$ cat src/rtl/misc_irq_pkg.sv
package misc_irq_pkg;
   localparam int unsigned STAT_OFS = 0;
   localparam int unsigned EN_OFS   = 4;

   typedef enum logic {
      ST_LATCH = 1'b0,
      ST_LIVE  = 1'b1
   } stat_mode_e;
endpackage

$ cat src/rtl/irq_sync.sv
module irq_sync #(
   parameter int unsigned W      = 32,
   parameter int unsigned STAGES = 2
) (
   input  logic         clk,
   input  logic         rst,
   input  logic [W-1:0] d_i,
   output logic [W-1:0] q_o
);
   initial begin
      if (STAGES < 1) $error("irq_sync: STAGES must be at least 1");
   end

   logic [W-1:0] pipe [STAGES];

   always_ff @(posedge clk) begin
      if (rst) begin
         for (int s = 0; s < STAGES; s++) pipe[s] <= '0;
      end else begin
         pipe[0] <= d_i;
         for (int s = 1; s < STAGES; s++) pipe[s] <= pipe[s-1];
      end
   end

   assign q_o = pipe[STAGES-1];
endmodule

$ cat src/rtl/irq_stat_reg.sv
module irq_stat_reg
   import misc_irq_pkg::*;
#(
   parameter int unsigned W    = 32,
   parameter stat_mode_e  MODE = ST_LATCH
) (
   input  logic         clk,
   input  logic         rst,
   input  logic [W-1:0] src_i,
   input  logic         wr_i,
   input  logic [W-1:0] wdata_i,
   output logic [W-1:0] stat_o
);
   generate
      if (MODE == ST_LATCH) begin : g_latch
         logic [W-1:0] stat_q;

         always_ff @(posedge clk) begin
            if (rst) stat_q <= '0;
            else if (wr_i) stat_q <= (stat_q & wdata_i) | src_i;
            else stat_q <= stat_q | src_i;
         end

         assign stat_o = stat_q;


         set_wins_chk: assert property (@(posedge clk) disable iff (rst)
            (src_i != '0) |=> ((stat_q & $past(src_i)) == $past(src_i)));

         ones_keep_chk: assert property (@(posedge clk) disable iff (rst)
            wr_i |=> (($past(stat_q) & $past(wdata_i) & ~stat_q) == '0));

         zero_clears_chk: assert property (@(posedge clk) disable iff (rst)
            wr_i |=> ((stat_q & ~$past(wdata_i) & ~$past(src_i)) == '0));

         no_loss_chk: assert property (@(posedge clk) disable iff (rst)
            !wr_i |=> (($past(stat_q) & ~stat_q) == '0));
      end else begin : g_live
         logic unused_wr;
         assign unused_wr = wr_i ^ (^wdata_i) ^ clk ^ rst;
         assign stat_o    = src_i;
      end
   endgenerate
endmodule

$ cat src/rtl/irq_en_reg.sv
module irq_en_reg #(
   parameter int unsigned W = 32
) (
   input  logic         clk,
   input  logic         rst,
   input  logic         wr_i,
   input  logic [W-1:0] wdata_i,
   output logic [W-1:0] en_o
);
   logic [W-1:0] en_q;

   always_ff @(posedge clk) begin
      if (rst) en_q <= '0;
      else if (wr_i) en_q <= wdata_i;
   end

   assign en_o = en_q;


   en_load_chk: assert property (@(posedge clk) disable iff (rst)
      wr_i |=> (en_q == $past(wdata_i)));

   en_hold_chk: assert property (@(posedge clk) disable iff (rst)
      !wr_i |=> $stable(en_q));
endmodule

$ cat src/rtl/misc_irq_aggr.sv
module misc_irq_aggr
   import misc_irq_pkg::*;
#(
   parameter int unsigned NUM_SRC     = 32,
   parameter int unsigned DATA_W      = 32,
   parameter int unsigned ADDR_W      = 4,
   parameter int unsigned SYNC_STAGES = 2,
   parameter stat_mode_e  MODE        = ST_LATCH
) (
   input  logic               clk,
   input  logic               rst,
   input  logic [NUM_SRC-1:0] src_i,
   input  logic [ADDR_W-1:0]  addr_i,
   input  logic               wr_en_i,
   input  logic [DATA_W-1:0]  wdata_i,
   input  logic               rd_en_i,
   output logic [DATA_W-1:0]  rdata_o,
   output logic               irq_o
);
   localparam logic [ADDR_W-1:0] A_STAT = ADDR_W'(STAT_OFS);
   localparam logic [ADDR_W-1:0] A_EN   = ADDR_W'(EN_OFS);

   initial begin
      if (NUM_SRC < 1 || NUM_SRC > 32) $error("misc_irq_aggr: NUM_SRC out of range");
      if (DATA_W < NUM_SRC) $error("misc_irq_aggr: DATA_W below NUM_SRC");
      if (ADDR_W < 3) $error("misc_irq_aggr: ADDR_W too small for register map");
      if (SYNC_STAGES < 1) $error("misc_irq_aggr: SYNC_STAGES must be at least 1");
   end

   logic [NUM_SRC-1:0] src_sync;
   logic [NUM_SRC-1:0] stat;
   logic [NUM_SRC-1:0] en;
   logic               hit_stat, hit_en;
   logic [DATA_W-1:0]  stat_ext, en_ext;

   assign hit_stat = (addr_i == A_STAT);
   assign hit_en   = (addr_i == A_EN);

   irq_sync #(.W(NUM_SRC), .STAGES(SYNC_STAGES)) u_sync (
      .clk (clk),
      .rst (rst),
      .d_i (src_i),
      .q_o (src_sync)
   );

   irq_stat_reg #(.W(NUM_SRC), .MODE(MODE)) u_stat (
      .clk     (clk),
      .rst     (rst),
      .src_i   (src_sync),
      .wr_i    (wr_en_i && hit_stat),
      .wdata_i (wdata_i[NUM_SRC-1:0]),
      .stat_o  (stat)
   );

   irq_en_reg #(.W(NUM_SRC)) u_en (
      .clk     (clk),
      .rst     (rst),
      .wr_i    (wr_en_i && hit_en),
      .wdata_i (wdata_i[NUM_SRC-1:0]),
      .en_o    (en)
   );

   always_comb begin
      stat_ext = '0;
      en_ext   = '0;
      stat_ext[NUM_SRC-1:0] = stat;
      en_ext[NUM_SRC-1:0]   = en;
   end

   always_comb begin
      rdata_o = '0;
      if (rd_en_i) begin
         if (hit_stat) rdata_o = stat_ext;
         else if (hit_en) rdata_o = en_ext;
      end
   end

   assign irq_o = |(stat & en);


   reset_quiet_chk: assert property (@(posedge clk)
      $past(rst) |-> !irq_o);

   unmapped_zero_chk: assert property (@(posedge clk) disable iff (rst)
      (!rd_en_i || (!hit_stat && !hit_en)) |-> (rdata_o == '0));
endmodule

$ cat config.mk
export PLATFORM = sky130hd
export DESIGN_NAME = misc_irq_aggr
export DESIGN_NICKNAME = d
export VERILOG_FILES = /design/src/rtl/misc_irq_pkg.sv /design/src/rtl/irq_sync.sv /design/src/rtl/irq_stat_reg.sv /design/src/rtl/irq_en_reg.sv /design/src/rtl/misc_irq_aggr.sv
export SDC_FILE = /design/constraint.sdc
export NUM_CORES = 1
export LEC_CHECK = 0
export ABC_AREA = 1
export BUFFER_PORTS_ARGS = -buffer_cell sky130_fd_sc_hd__clkbuf_2
export CAP_MARGIN = 20
export CELL_PAD_IN_SITES_DETAIL_PLACEMENT = 1
export CELL_PAD_IN_SITES_GLOBAL_PLACEMENT = 1
export CORE_MARGIN = 2
export CORE_UTILIZATION = 42
export CTS_CLUSTER_SIZE = 8
export DETAILED_ROUTE_END_ITERATION = 10
export PLACE_DENSITY = 0.88
export SLEW_MARGIN = 5
export SYNTH_ARGS = -nofsm -noshare
export SYNTH_HDL_FRONTEND = slang
export SYNTH_SLANG_ARGS = --single-unit
export TNS_END_PERCENT = 100
$ cat constraint.sdc
create_clock -name clk -period 2.3 [get_ports clk]
set_input_delay 0.23 -clock clk [delete_from_list [all_inputs] [get_ports clk]]
set_output_delay 0.23 -clock clk [all_outputs]
set_load 0.03 [all_outputs]
* Yosys cells after proc, flatten, opt, wreduce, memory -nomap -nowiden
Memory sizes are Yosys's and may differ from the RTL's. Cells that the tools add are included.
Storage, ports and cells: register bits 64, bits in writable memories 64, bits of input ports 72, output and inout bits 33, logic and storage cells 23, memories kept 1
Cells by class: eq/ne operators 1, multiplexer cells 9, bitwise operators 6, reductions and logical operators 4
Memory list:
- u_sync.pipe | depth 2, width 32, rd ports 2, clocked after memory_dff 0, wr ports 2, line irq_sync.sv:14 | logic [W-1:0] pipe [STAGES];
Operator list (count):
- $mux W32 | 6
- $and A32 B32 Y32 | 2
- $or A32 B32 Y32 | 2
- $reduce_or A32 Y1 | 1
- $eq A4 B3 Y1 const B | 1
- $logic_not A4 Y1 | 1
- $mux W1 | 3
- $logic_and A1 B1 Y1 | 2
- $or A1 B1 Y1 | 2

* Depth between registers and ports, before layout
depth in word-level cells 4, depth in mapped cells 6, gate-level depth less buffers 6

* Hierarchy
From an unflattened synthesis, not the netlist that was laid out.
Second synthesis, totals: cell total of the unflattened synthesis 817, area total of the unflattened synthesis 5968.2 µm²
Modules (own cells, without submodules):
- irq_sync | times used 1, cells each 231, area an instance 2080.7 µm², seq. area each 1281.2 µm²
- irq_stat_reg | times used 1, cells each 198, area an instance 1352.5 µm², seq. area each 640.6 µm²
- irq_en_reg | times used 1, cells each 203, area an instance 1338.8 µm², seq. area each 640.6 µm²
- misc_irq_aggr | times used 1, cells each 185, area an instance 1196.1 µm², seq. area each 0.0 µm²

* Worst setup path after synthesis
No wires, ideal clock.
path kind input-to-output, start point in addr_i[1], end point out rdata_o[11], data arrival time 1272 ps, data required time 2070 ps, path slack 798 ps, stages 5, buffers on the path 2, cell sequence nor2_2 > buf_4 > buf_2 > nand3_1 > a21oi_1
On the way: longest elaborated chain between the ends 4, elaborated cells between the ends (all ways) 5, classes of those cells eq/ne: 1; mux: 3; reduce/logical: 1
Ends and longest elaborated chain:
- from (decl) | line misc_irq_aggr.sv:13 | input logic [ADDR_W-1:0] addr_i,
- $eq A4 B3 Y1 | line misc_irq_aggr.sv:37 | assign hit_en = (addr_i == A_EN);
- $mux W32 | line misc_irq_aggr.sv:74 | else if (hit_en) rdata_o = en_ext;
- $mux W32 * | line misc_irq_aggr.sv:73 | if (hit_stat) rdata_o = stat_ext;
- $mux W32 * | line misc_irq_aggr.sv:72 | if (rd_en_i) begin
- to (decl) | line misc_irq_aggr.sv:17 | output logic [DATA_W-1:0] rdata_o,
Mark *: on every way between the ends. The rest lies on a longest branch, timed or not.

* Final worst setup path
start point reg u_stat.g_latch.stat_q[22], in the netlist u_stat.stat_o[22], end point out irq_o
On the way: longest elaborated chain between the ends 2
Ends and longest elaborated chain:
- from (decl) | line irq_stat_reg.sv:16 | logic [W-1:0] stat_q;
- from (signal assigned) | line irq_stat_reg.sv:20 | else if (wr_i) stat_q <= (stat_q & wdata_i) | src_i;
- from (signal assigned) | line irq_stat_reg.sv:21 | else stat_q <= stat_q | src_i;
- $and A32 B32 Y32 | line misc_irq_aggr.sv:78 | assign irq_o = |(stat & en);
- $reduce_or A32 Y1 | line misc_irq_aggr.sv:78
- to (decl) | line misc_irq_aggr.sv:18 | output logic irq_o
No other way between the ends.

==> metrics.log <==
[metrics] status: finished, final reports clean
[metrics] boundary pin count: ~110
[metrics] maximum buffer depth of the clock tree: 2
[metrics] final hold violations: 0
[metrics] number of cell rows: 41
[metrics] layout cell share with drive strength beyond 1: between 10% and 20%
[metrics] last weighted congestion value of the routability-driven placer: ~0.77
[metrics] Total GRT Usage: 23.65%
[metrics] area of the multi-input gates: 1957 um2
[metrics] clock tree skew after final layout: 7.832 ps
[metrics] Yosys cell types: 17
[metrics] Ant. Diodes: 0
[metrics] cell with the most instances on the worst path: nand2_1
[metrics] xor/xnor share of the synthesized area: 0%
[metrics] sequential area share after synthesis: between 40% and 50%
[metrics] width of the chip: around 120 um
[metrics] area occupied by registers: ~2600 um2
[metrics] first-pass GRT wire length: roughly 25000 um
[metrics] clock period minus final worst setup slack: 1828 ps
[metrics] post-CTS setup buffer count: 0
[metrics] final-report max-slew violation count: 0
[metrics] arrival time worst endpoint: roughly 1600 ps
[metrics] startpoint class of the critical path: flip-flop
[metrics] hpwl dp: around 9600 um
[metrics] placed cells: 963
[metrics] P_leak: just under 3 nW
[metrics] Worst Setup SP: u_stat.stat_o[22]$_SDFF_PP0_
[metrics] most frequent cells in the layout: 129 x inv_1, 128 x dfxtp_1, 117 x nand2_1, 103 x clkbuf_2, 96 x a21oi_1
[metrics] TritonCTS buffer count: 17
[metrics] Residual DRC: 0
[metrics] final routed wirelength across all metal layers: between 15000 and 20000 um
[metrics] number of inserted filler cells in the final layout: ~1600
[metrics] maximum VDD drop: roughly 0.00073 V
[metrics] latest clock arrival within the worst-skew pair: ~400 ps
[metrics] maximum net fanout on the critical path: 3
[metrics] final clock period utilization by the worst path: 79.46%
[metrics] area overhead of the layout relative to synthesis: 26.00%
[metrics] Clock H-tree levels: 4
[metrics] area fraction in compound gates after synthesis: under 10%
[metrics] Worst Max-Slew Pin Slew: between 400 and 500 ps
[metrics] die area: around 14000 um2
[metrics] vias in the first global route: approximately 5300
[metrics] most frequent standard cell in the layout excluding fill and tap cells: inv_1
[metrics] setup repair after global routing missed its margin: no
[metrics] critical path, cell by cell: nand2_1, nand2_1, nor2_1, nand2_1, nor2_1, nand2_1, clkbuf_2
[metrics] PortBufs: 104
[metrics] Synth Net Count: roughly 800
[metrics] DR iter-0 viols: between 200 and 300
[metrics] clock sinks: 128
[metrics] critical register-to-register path startpoint: u_en.en_o[27]$_SDFFE_PP0P_
[metrics] worst hold path startpoint: src_i[27]
[metrics] Sum Neg Setup Slack: 0 ps
[metrics] power density relative to cell area: just under 900 nW/um2
[metrics] Post-DRT Antenna Nets: 0
[metrics] Adder-Cell Fraction of Synth Area: 0%
[metrics] pin count of the biggest net entering global routing: 66
[metrics] overall overflow remaining after global route: 0
[metrics] Clock transition at path regs: 60 ps
[metrics] clock root buffer master: clkbuf_16
[metrics] post-synthesis register bit count: between 100 and 150
[metrics] initial antenna violation count: 0
[metrics] Post-Synth Simple-Gate Area: between 20% and 30%
[metrics] slowest cell delay on critical path: 330 ps
[metrics] final design utilization: between 50% and 60%
[metrics] Nets: around 900
[metrics] Max Clk Rate: around 0.55 GHz
[metrics] Setup Viol. Count Final: 0
[metrics] via density per instance: around 5.1
[metrics] core region area: around 13000 um2
[metrics] CP Data Required Time: 2070 ps
[metrics] gate count of the mapped netlist: about 730
[metrics] mean instance size in the synthesized netlist: 7.286 um2
[metrics] Vert. Die Dim: around 120 um
[metrics] category of the most critical setup path: reg -> out
[metrics] TritonCTS clock tree: built
[metrics] path category of the worst min-delay check: in -> reg
[metrics] dominant combinational cell family by area after synthesis: simple AND/OR/NAND/NOR gates
[metrics] area of the mapped netlist: approximately 5300 um2
[metrics] vias: about 5200
[metrics] standard cell with the maximum stage delay on the critical path: dfxtp_1
[metrics] number of warnings printed during yosys synthesis: 0
[metrics] Max-slew headroom: 72.97%
[metrics] starting density of the core: a little over two fifths
[metrics] non-filler instance count after layout: approximately 1000
[metrics] routed length per instance: 15.22 um
[metrics] mux contribution to synthesized area: 0%
[metrics] Pre-antenna DRT Iters: 4
[metrics] CP Capture Type: primary output
[metrics] number of maximum-capacitance constraint violations: 0
-- path summary, 6_finish.rpt --
check | endpoint | cells after the start | slack, ps
hold reg to reg | u_sync.pipe[0][53]$_SDFF_PP0_ | 2 | 400
setup reg to reg | u_en.en_o[27]$_SDFFE_PP0P_ | 2 | 1590
hold / removal | u_sync.pipe[0][27]$_SDFF_PP0_ | 3 | 10
setup / recovery | irq_o | 7 | 470
-- registers in the layout, summed over array words and instances (netlist names) --
| signal | count |
|---|---|
| u_sync.pipe | 64 |
| u_en.en_o | 32 |
| u_stat.stat_o | 32 |
-- logic make-up (layout without fill, tap and decap cells) --
group	count (synthesis)	after routing
flops	128	128
simple gates	323	323
buf+inv	184	291
compound gates	96	96
-- Yosys cell counts --
library cell | instances | share of area (%)
dfxtp_1 | 128 | 48
nor2_2 | 2 | 0.23
inv_2 | 1 | 0.070
nand4_1 | 64 | 7.5
nor2_1 | 74 | 5.2
nand3_1 | 65 | 6.1
nand2_1 | 117 | 8.2
a21oi_1 | 96 | 9.0
buf_2 | 23 | 2.2
inv_1 | 129 | 9.1
buf_6 | 1 | 0.21
clkbuf_8 | 3 | 0.78
clkbuf_1 | 15 | 1.1
buf_4 | 7 | 0.99
buf_8 | 3 | 0.85
nor2_4 | 1 | 0.21
buf_1 | 2 | 0.14
-- through the flow --
step / power [mW] / setup WS, ps / cell area [um2] / hold slack (ps)
after floorplan: 2.630 / 798.1 / 5326 / 337.0
after global placement: 2.749 / 725.2 / 5883 / 389.1
after detailed placement: 2.775 / 678.6 / 5883 / 396.0
after CTS: 5.864 / 491.2 / 6711 / 2.084
after global routing: 6.013 / 409.1 / 6711 / 10.94
final: 5.821 / 472.3 / 6711 / 14.69
-- repair_timing --
| item | CTS | global route |
|---|---|---|
| hold endpoints to repair | 15 | 0 |
| gates resized for setup | 0 | 0 |
| hold buffers | 15 | 0 |
-- final cells by class --
class	instances	share of cell area, %
Clock inverter	11	3.095
Inverter	130	7.271
Sequential cell	128	38.18
Clock buffer	21	7.010
Multi-Input combinational cell	419	29.16
Tap cell	172	3.207
Timing Repair Buffer	129	12.08
-- power by group --
| group | internal (mW) | switching [mW] | total, mW | leakage (nW) |
|---|---|---|---|---|
| Clock | 2.11 | 0.955 | 3.06 | 0.333 |
| Sequential | 2.31 | 0.0478 | 2.36 | 1.05 |
| Combinational | 0.143 | 0.256 | 0.399 | 1.59 |
-- critical path, delay by kind of cell (launching register included) --
| family | cells | cell delay [ps] |
|---|---|---|
| buf+inv | 1 | 200 |
| flops | 1 | 330 |
| simple gates | 6 | 660 |
-- routing by layer --
metal / part of all wire, % / vias to the layer above / global-route usage (%)
met1: 41 / 2480 / 27.10
met5: 0 / - / 0
met4: 2.4 / 0 / 10.59
met3: 4.1 / 30 / 5.086
met2: 53 / 129 / 42.33
li1: - / 2512 / -
Power figures use the tool's default switching activity.
